$ cat src/rtl/clkbank_pkg.sv
package clkbank_pkg;
  localparam int unsigned BANK_W = 3;
  localparam int unsigned CFG_W  = 3;
  localparam logic [CFG_W-1:0] CFG_DEFAULT = 3'b010;

  typedef logic [BANK_W-1:0] bank_mask_t;

  typedef struct packed {
    bank_mask_t a_en;
    logic       a_fast;
    bank_mask_t b_en;
    bank_mask_t c_en;
  } route_t;

  function automatic route_t route_decode(input logic [CFG_W-1:0] code);
    route_t r;
    r = '0;
    unique case (code)
      3'b000: begin r.a_en = 3'b001; r.c_en = 3'b001; end
      3'b001: begin r.a_en = 3'b001; r.b_en = 3'b001; r.c_en = 3'b001; end
      3'b010: begin r.a_en = 3'b011; r.c_en = 3'b011; end
      3'b011: begin r.a_en = 3'b111; r.b_en = 3'b111; r.c_en = 3'b111; end
      3'b100: begin r.a_en = 3'b001; r.a_fast = 1'b1; r.c_en = 3'b001; end
      3'b101: begin r.a_en = 3'b011; r.b_en = 3'b011; r.c_en = 3'b011; end
      3'b110: begin r.a_en = 3'b011; r.a_fast = 1'b1; r.c_en = 3'b011; end
      default: r = '0;
    endcase
    return r;
  endfunction
endpackage

$ cat src/rtl/clkbank_phase.sv
module clkbank_phase #(
  parameter int unsigned PERIOD = 20,
  parameter int unsigned PH_W   = 5
) (
  input  logic            clk_i,
  input  logic            rst_ni,
  output logic [PH_W-1:0] ph_next_o,
  output logic            frame_o
);
  localparam logic [PH_W-1:0] LAST = PH_W'(PERIOD - 1);

  logic [PH_W-1:0] ph_q, ph_d;

  always_comb ph_d = (ph_q == LAST) ? '0 : ph_q + 1'b1;

  // reset to LAST so the first edge after release is phase 0
  always_ff @(posedge clk_i or negedge rst_ni) begin
    if (!rst_ni) ph_q <= LAST;
    else         ph_q <= ph_d;
  end

  assign ph_next_o = ph_d;
  assign frame_o   = (ph_d == '0);

  AST_PHASE_IN_RANGE: assert property (@(posedge clk_i) disable iff (!rst_ni)
    ph_q <= LAST) else $error("phase out of range");
endmodule

$ cat src/rtl/clkbank_cfg.sv
module clkbank_cfg
  import clkbank_pkg::*;
#(
  parameter int unsigned SYNC_STAGES = 2
) (
  input  logic             clk_i,
  input  logic             rst_ni,
  input  logic [CFG_W-1:0] cfg_i,
  input  logic             frame_i,
  output route_t           route_o
);
  logic [CFG_W-1:0] sync_q [SYNC_STAGES];
  logic [CFG_W-1:0] live_q, live_d;

  for (genvar s = 0; s < SYNC_STAGES; s++) begin : g_sync
    logic [CFG_W-1:0] src;
    if (s == 0) begin : g_first
      assign src = cfg_i;
    end else begin : g_next
      assign src = sync_q[s-1];
    end
    always_ff @(posedge clk_i or negedge rst_ni) begin
      if (!rst_ni) sync_q[s] <= CFG_DEFAULT;
      else         sync_q[s] <= src;
    end
  end

  // code only switches where all divided clocks start low
  always_comb live_d = frame_i ? sync_q[SYNC_STAGES-1] : live_q;

  always_ff @(posedge clk_i or negedge rst_ni) begin
    if (!rst_ni) live_q <= CFG_DEFAULT;
    else         live_q <= live_d;
  end

  assign route_o = route_decode(live_d);

  AST_CFG_HOLD_MIDFRAME: assert property (@(posedge clk_i) disable iff (!rst_ni)
    !frame_i |=> $stable(live_q)) else $error("code changed mid-frame");
endmodule

$ cat src/rtl/clkbank_lane.sv
module clkbank_lane #(
  parameter int unsigned PH_W     = 5,
  parameter int unsigned DIV_SLOW = 20,
  parameter int unsigned DIV_FAST = 10,
  parameter bit          INV      = 1'b0,
  parameter bit          RST_VAL  = 1'b0
) (
  input  logic            clk_i,
  input  logic            rst_ni,
  input  logic [PH_W-1:0] ph_i,
  input  logic            en_i,
  input  logic            fast_i,
  output logic            q_o
);
  localparam logic [PH_W-1:0] SLOW_M = PH_W'(DIV_SLOW);
  localparam logic [PH_W-1:0] FAST_M = PH_W'(DIV_FAST);
  localparam logic [PH_W-1:0] SLOW_H = PH_W'(DIV_SLOW / 2);
  localparam logic [PH_W-1:0] FAST_H = PH_W'(DIV_FAST / 2);

  logic [PH_W-1:0] m_slow, m_fast;
  logic            wave, q_d;

  always_comb begin
    m_slow = ph_i % SLOW_M;
    m_fast = ph_i % FAST_M;
    wave   = fast_i ? (m_fast >= FAST_H) : (m_slow >= SLOW_H);
    q_d    = en_i & (wave ^ INV);
  end

  always_ff @(posedge clk_i or negedge rst_ni) begin
    if (!rst_ni) q_o <= RST_VAL;
    else         q_o <= q_d;
  end
endmodule

$ cat src/rtl/clkbank_div.sv
module clkbank_div
  import clkbank_pkg::*;
#(
  parameter int unsigned REF_DIV     = 20,
  parameter int unsigned A_SLOW_DIV  = 20,
  parameter int unsigned A_FAST_DIV  = 10,
  parameter int unsigned HS_DIV      = 4,
  parameter int unsigned SYNC_STAGES = 2
) (
  input  logic        clk_i,
  input  logic        rst_ni,
  input  logic [2:0]  cfg_i,
  output logic        ref_o,
  output logic [2:0]  a_o,
  output logic [2:0]  a_en_o,
  output logic [2:0]  b_o,
  output logic [2:0]  b_en_o,
  output logic [2:0]  c_p_o,
  output logic [2:0]  c_n_o,
  output logic [2:0]  c_en_o
);
  localparam int unsigned PH_W = $clog2(REF_DIV);
  localparam logic [PH_W-1:0] REF_HALF = PH_W'(REF_DIV / 2);

  logic [PH_W-1:0] ph_next;
  logic            frame;
  route_t          rt;

  clkbank_phase #(.PERIOD(REF_DIV), .PH_W(PH_W)) u_phase (
    .clk_i, .rst_ni, .ph_next_o(ph_next), .frame_o(frame)
  );

  clkbank_cfg #(.SYNC_STAGES(SYNC_STAGES)) u_cfg (
    .clk_i, .rst_ni, .cfg_i, .frame_i(frame), .route_o(rt)
  );

  // all pins driven at their reset level while reset is held
  always_ff @(posedge clk_i or negedge rst_ni) begin
    if (!rst_ni) begin
      a_en_o <= '1;
      b_en_o <= '1;
      c_en_o <= '1;
    end else begin
      a_en_o <= rt.a_en;
      b_en_o <= rt.b_en;
      c_en_o <= rt.c_en;
    end
  end

  clkbank_lane #(.PH_W(PH_W), .DIV_SLOW(REF_DIV), .DIV_FAST(REF_DIV)) u_ref (
    .clk_i, .rst_ni, .ph_i(ph_next), .en_i(1'b1), .fast_i(1'b0), .q_o(ref_o)
  );

  for (genvar i = 0; i < BANK_W; i++) begin : g_out
    clkbank_lane #(.PH_W(PH_W), .DIV_SLOW(A_SLOW_DIV), .DIV_FAST(A_FAST_DIV)) u_a (
      .clk_i, .rst_ni, .ph_i(ph_next), .en_i(rt.a_en[i]), .fast_i(rt.a_fast), .q_o(a_o[i])
    );
    clkbank_lane #(.PH_W(PH_W), .DIV_SLOW(HS_DIV), .DIV_FAST(HS_DIV)) u_b (
      .clk_i, .rst_ni, .ph_i(ph_next), .en_i(rt.b_en[i]), .fast_i(1'b0), .q_o(b_o[i])
    );
    clkbank_lane #(.PH_W(PH_W), .DIV_SLOW(HS_DIV), .DIV_FAST(HS_DIV)) u_cp (
      .clk_i, .rst_ni, .ph_i(ph_next), .en_i(rt.c_en[i]), .fast_i(1'b0), .q_o(c_p_o[i])
    );
    clkbank_lane #(.PH_W(PH_W), .DIV_SLOW(HS_DIV), .DIV_FAST(HS_DIV),
                   .INV(1'b1), .RST_VAL(1'b1)) u_cn (
      .clk_i, .rst_ni, .ph_i(ph_next), .en_i(rt.c_en[i]), .fast_i(1'b0), .q_o(c_n_o[i])
    );

    AST_DIFF_COMPLEMENT: assert property (@(posedge clk_i) disable iff (!rst_ni)
      c_en_o[i] |-> (c_n_o[i] == !c_p_o[i])) else $error("pair not complementary");
    AST_A_START_LOW: assert property (@(posedge clk_i) disable iff (!rst_ni)
      $past(rst_ni) && $past(rst_ni, 2) && $rose(a_en_o[i]) |-> !a_o[i])
      else $error("bank A output enabled high");
  end

  AST_BANK_ALIGNED: assert property (@(posedge clk_i) disable iff (!rst_ni)
    (((a_o & a_en_o) == '0) || ((a_o & a_en_o) == a_en_o)) &&
    (((b_o & b_en_o) == '0) || ((b_o & b_en_o) == b_en_o)) &&
    (((c_p_o & c_en_o) == '0) || ((c_p_o & c_en_o) == c_en_o)))
    else $error("bank outputs misaligned");

  AST_EN_AT_FRAME: assert property (@(posedge clk_i) disable iff (!rst_ni)
    $past(rst_ni) && $past(rst_ni, 2) && !$stable({a_en_o, b_en_o, c_en_o})
    |-> !ref_o && $past(ref_o)) else $error("enable change off frame");

  // high-run length of the reference, checked at each falling edge
  logic [PH_W-1:0] ref_hi_q;
  always_ff @(posedge clk_i or negedge rst_ni) begin
    if (!rst_ni)    ref_hi_q <= '0;
    else if (ref_o) ref_hi_q <= ref_hi_q + 1'b1;
    else            ref_hi_q <= '0;
  end

  AST_REF_DUTY: assert property (@(posedge clk_i) disable iff (!rst_ni)
    $fell(ref_o) |-> ref_hi_q == REF_HALF) else $error("reference duty wrong");
endmodule

$ cat config.mk
export PLATFORM = sky130hd
export DESIGN_NAME = clkbank_div
export DESIGN_NICKNAME = d
export VERILOG_FILES = /design/src/rtl/clkbank_pkg.sv /design/src/rtl/clkbank_phase.sv /design/src/rtl/clkbank_cfg.sv /design/src/rtl/clkbank_lane.sv /design/src/rtl/clkbank_div.sv
export SDC_FILE = /design/constraint.sdc
export NUM_CORES = 1
export LEC_CHECK = 0
export CAP_MARGIN = 20
export CORE_ASPECT_RATIO = 0.5
export CORE_MARGIN = 4
export CORE_UTILIZATION = 30
export CTS_BUF_LIST = sky130_fd_sc_hd__clkbuf_2
export CTS_CLUSTER_DIAMETER = 50
export CTS_CLUSTER_SIZE = 12
export DETAILED_ROUTE_END_ITERATION = 6
export PLACE_DENSITY = 0.59
export SLEW_MARGIN = 20
export SYNTH_ARGS = -nofsm -noshare
export SYNTH_HDL_FRONTEND = slang
export SYNTH_SLANG_ARGS = --single-unit
$ cat constraint.sdc
create_clock -name clk_i -period 2.84 [get_ports clk_i]
set_input_delay 0.568 -clock clk_i [delete_from_list [all_inputs] [get_ports clk_i]]
set_output_delay 0.568 -clock clk_i [all_outputs]
set_load 0.005 [all_outputs]
==> flow_summary.json <==
{
  "route.vias.total": 1248,
  "ys.flop_type": "dfrtp_1",
  "via_per_inst": 4.82,
  "cts.path.max_buffers": 2,
  "pwr-share-comb_pct": 8.2,
  "grt_antenna_before_repair": 0,
  "seqCellArea_um2": 845,
  "rrSetupSlack_ns": 0.29,
  "hold_buffers": 0,
  "cts.sinks": 33,
  "nFillCells": 553,
  "cts_resized": 0,
  "setup_tns_ns": 0,
  "worst_setup_path_end_kind": "flop",
  "layout_common_cells": "clkdlybuf4s50_1, dfrtp_1, dfstp_2",
  "numCtsBuffers": 5,
  "outcome": "finished clean",
  "hold_viol": 0,
  "path_class": "flop to flop",
  "finClkSkew_ns": 0.0131,
  "clock_latency_ns": 0.37,
  "critPathLaunchType": "flop",
  "cts-root-buf": "clkbuf_2",
  "grt_pass1_vias": 1177,
  "netlist_instances": 170,
  "die_y_um": 61.3,
  "ir_drop_uv": 143,
  "coreArea_um2": 5490,
  "final-setup-viol-count": 0,
  "drt_iter0_drc": 86,
  "area_delta_synth_final_pct": 16.8,
  "yosys_warnings": 0,
  "switching_share_pct": 24.8,
  "layout_commonest_cell": "clkdlybuf4s50_1",
  "boundaryPins": 27,
  "htree_levels": 2,
  "drive_gt1_share_pct": 18.3,
  "hold-path-cell-count": 0,
  "fin_crit_ns": 2.55,
  "fin_nets": 193,
  "cp_data_arrival_time_ns": 2.82,
  "wire_per_inst_um": 13.2,
  "rsz0062_at_grt": "no",
  "cap_violations": 0,
  "start_util_pct": 31.0,
  "switchingPower_uw": 197,
  "stdcell_area_um2": 1990,
  "cts_tree": "done",
  "die_w_um": 115,
  "io_buffers": 26,
  "min_to": "u_cfg.sync_q[1]$_DFF_PN1_",
  "worstMarginPinSlew_ns": 0.475,
  "required_ns": 3.11,
  "max_freq_ghz": 0.393,
  "clkPwrFrac_pct": 28.3,
  "maxSlewViolCount": 0,
  "antenna_left": 0,
  "dieArea_um2": 7010,
  "cts_setup_buffers": 0,
  "grt_max_degree": 34,
  "path_max_fanout": 12,
  "n_antenna_cell": 0,
  "ys_types": 48,
  "pwr-share-seq_pct": 63.5,
  "first_pass_iters": 4,
  "drc": 0,
  "path_clk_slew_ns": 0.17,
  "period_share_pct": 89.7,
  "ys_async_sr_fraction_pct": 100,
  "placed_area_um2": 1950,
  "internal-power_uw": 598,
  "grt_pass1_wl_um": 5690,
  "holdCritPathClass": "flop to flop",
  "total_leakage_power_uw": 0.000826,
  "syn-num-nets": 178,
  "syn_avg_cell_area_um2": 10.0,
  "power_density_nw_per_um2": 400,
  "r2r_cells": 9,
  "rows": 19,
  "yosysSeqAreaShare_pct": 49.6,
  "gp_congestion": 0.793,
  "place_hpwl_um": 2410,
  "r2r-end": "g_out[2].u_a.q_o$_DFF_PN0_",
  "grt_usage_pct": 10.4,
  "synth_seq_cells": 33,
  "slew-limit-headroom_pct": 68.3,
  "wl_um": 3420,
  "synth_area_um2": 1700,
  "grt-ovfl-total": 0,
  "min_from": "u_cfg.g_sync[1].src[1]$_DFF_PN1_",
  "multi_input_area_um2": 661,
  "synth_edf_count": 0,
  "rr_startpoint": "u_phase.ph_q[0]$_DFF_PN1_"
}
cells in the mapped netlist (3+ instances only):
| cell type | count | area, um2 |
|---|---|---|
| a21oi_1 | 6 | 30.0 |
| and2_1 | 6 | 37.5 |
| buf_2 | 4 | 20.0 |
| buf_4 | 15 | 113 |
| clkbuf_1 | 5 | 18.8 |
| dfrtp_1 | 18 | 450 |
| dfstp_2 | 15 | 394 |
| ha_1 | 3 | 37.5 |
| inv_1 | 8 | 30.0 |
| nand2_1 | 12 | 45.0 |
| nand2b_1 | 4 | 25.0 |
| nand3_1 | 4 | 20.0 |
| nor2_1 | 12 | 45.0 |
| nor3_1 | 4 | 20.0 |
| o21ai_0 | 10 | 50.1 |
| xnor2_1 | 5 | 43.8 |
critical path, stage by stage, from the launching register on:
cell,delay [ns]
dfstp_2,0.68
ha_1,0.24
and4bb_1,0.24
a311oi_1,0.05
or3b_1,0.50
buf_4,0.21
nand4b_1,0.09
o31a_1,0.22
inv_1,0.08
and2_1,0.13
sequential cells by signal (all words and copies together), names as in the netlist:
name	flops
u_phase.ph_q	5
b_en_o	3
c_en_o	3
g_out.u_a.q_o	3
g_out.u_b.q_o	3
g_out.u_cn.q_o	3
g_out.u_cp.q_o	3
u_cfg.g_sync.src	3
u_cfg.live_q	3
u_cfg.sync_q	3
u_ref.q_o	1
power groups by stage:
stage | clock network [uW] | registers, uW | logic (uW)
6_report | 225 | 505 | 65.3
2_1_floorplan | 0 | 510 | 32.1
4_1_cts | 234 | 505 | 67.1
3_3_place_gp | 0 | 512 | 66.1
3_5_place_dp | 0 | 513 | 67.1
5_1_grt | 257 | 508 | 72.7
kinds of logic after synthesis:
family	Yosys count	share of synthesized area [%]
and+or+nand+nor	53	16.5
xor gates and xnor gates	6	3.09
AOI/OAI and AO/OA	37	14.5
buffers and inverters	34	11.5
DFF	33	49.6
muxes	3	1.91
adders and majority gates	4	2.79
how the worst max path moves through the flow:
| stage | depth (start not counted) | startpoint | endpoint |
|---|---|---|---|
| after floorplan | 8 | u_phase.ph_q[1]$_DFF_PN1_ | g_out[1].u_a.q_o$_DFF_PN0_ |
| after global placement | 7 | u_phase.ph_q[0]$_DFF_PN1_ | g_out[1].u_a.q_o$_DFF_PN0_ |
| after detailed placement | 9 | u_phase.ph_q[0]$_DFF_PN1_ | g_out[2].u_a.q_o$_DFF_PN0_ |
| after CTS | 9 | u_phase.ph_q[0]$_DFF_PN1_ | g_out[2].u_a.q_o$_DFF_PN0_ |
| after global routing | 7 | u_phase.ph_q[0]$_DFF_PN1_ | g_out[1].u_a.q_o$_DFF_PN0_ |
| final | 9 | u_phase.ph_q[0]$_DFF_PN1_ | g_out[2].u_a.q_o$_DFF_PN0_ |
routing by layer:
| layer | global-route usage [%] | routed length (um) | up-vias |
|---|---|---|---|
| met4 | 5.08 | 54 | 0 |
| met1 | 13.3 | 1640 | 606 |
| met2 | 17.6 | 1550 | 34 |
| li1 | - | - | 601 |
| met5 | 0 | 0 | - |
| met3 | 1.77 | 168 | 7 |
stage by stage:
stage	total power (uW)	std cells	utilization [%]	hold slack, ns	setup slack (ns)
2_1_floorplan	542	170	-	0.272	0.457
3_3_place_gp	578	251	35.5	0.338	0.422
3_5_place_dp	580	251	35.5	0.342	0.340
4_1_cts	807	259	36.2	0.374	0.294
5_1_grt	838	259	36.2	0.376	0.171
6_report	795	259	36.2	0.372	0.292
final cells by class:
cell class                      count  area share, %
Inverter                            8           1.51
Clock inverter                      1          0.252
Sequential cell                    33           42.5
Multi-Input combinational cell    103           33.2
Timing Repair Buffer               34           16.1
Clock buffer                        7           1.76
Tap cell                           73           4.60
Note: power is estimated with default switching activity, not from simulation.
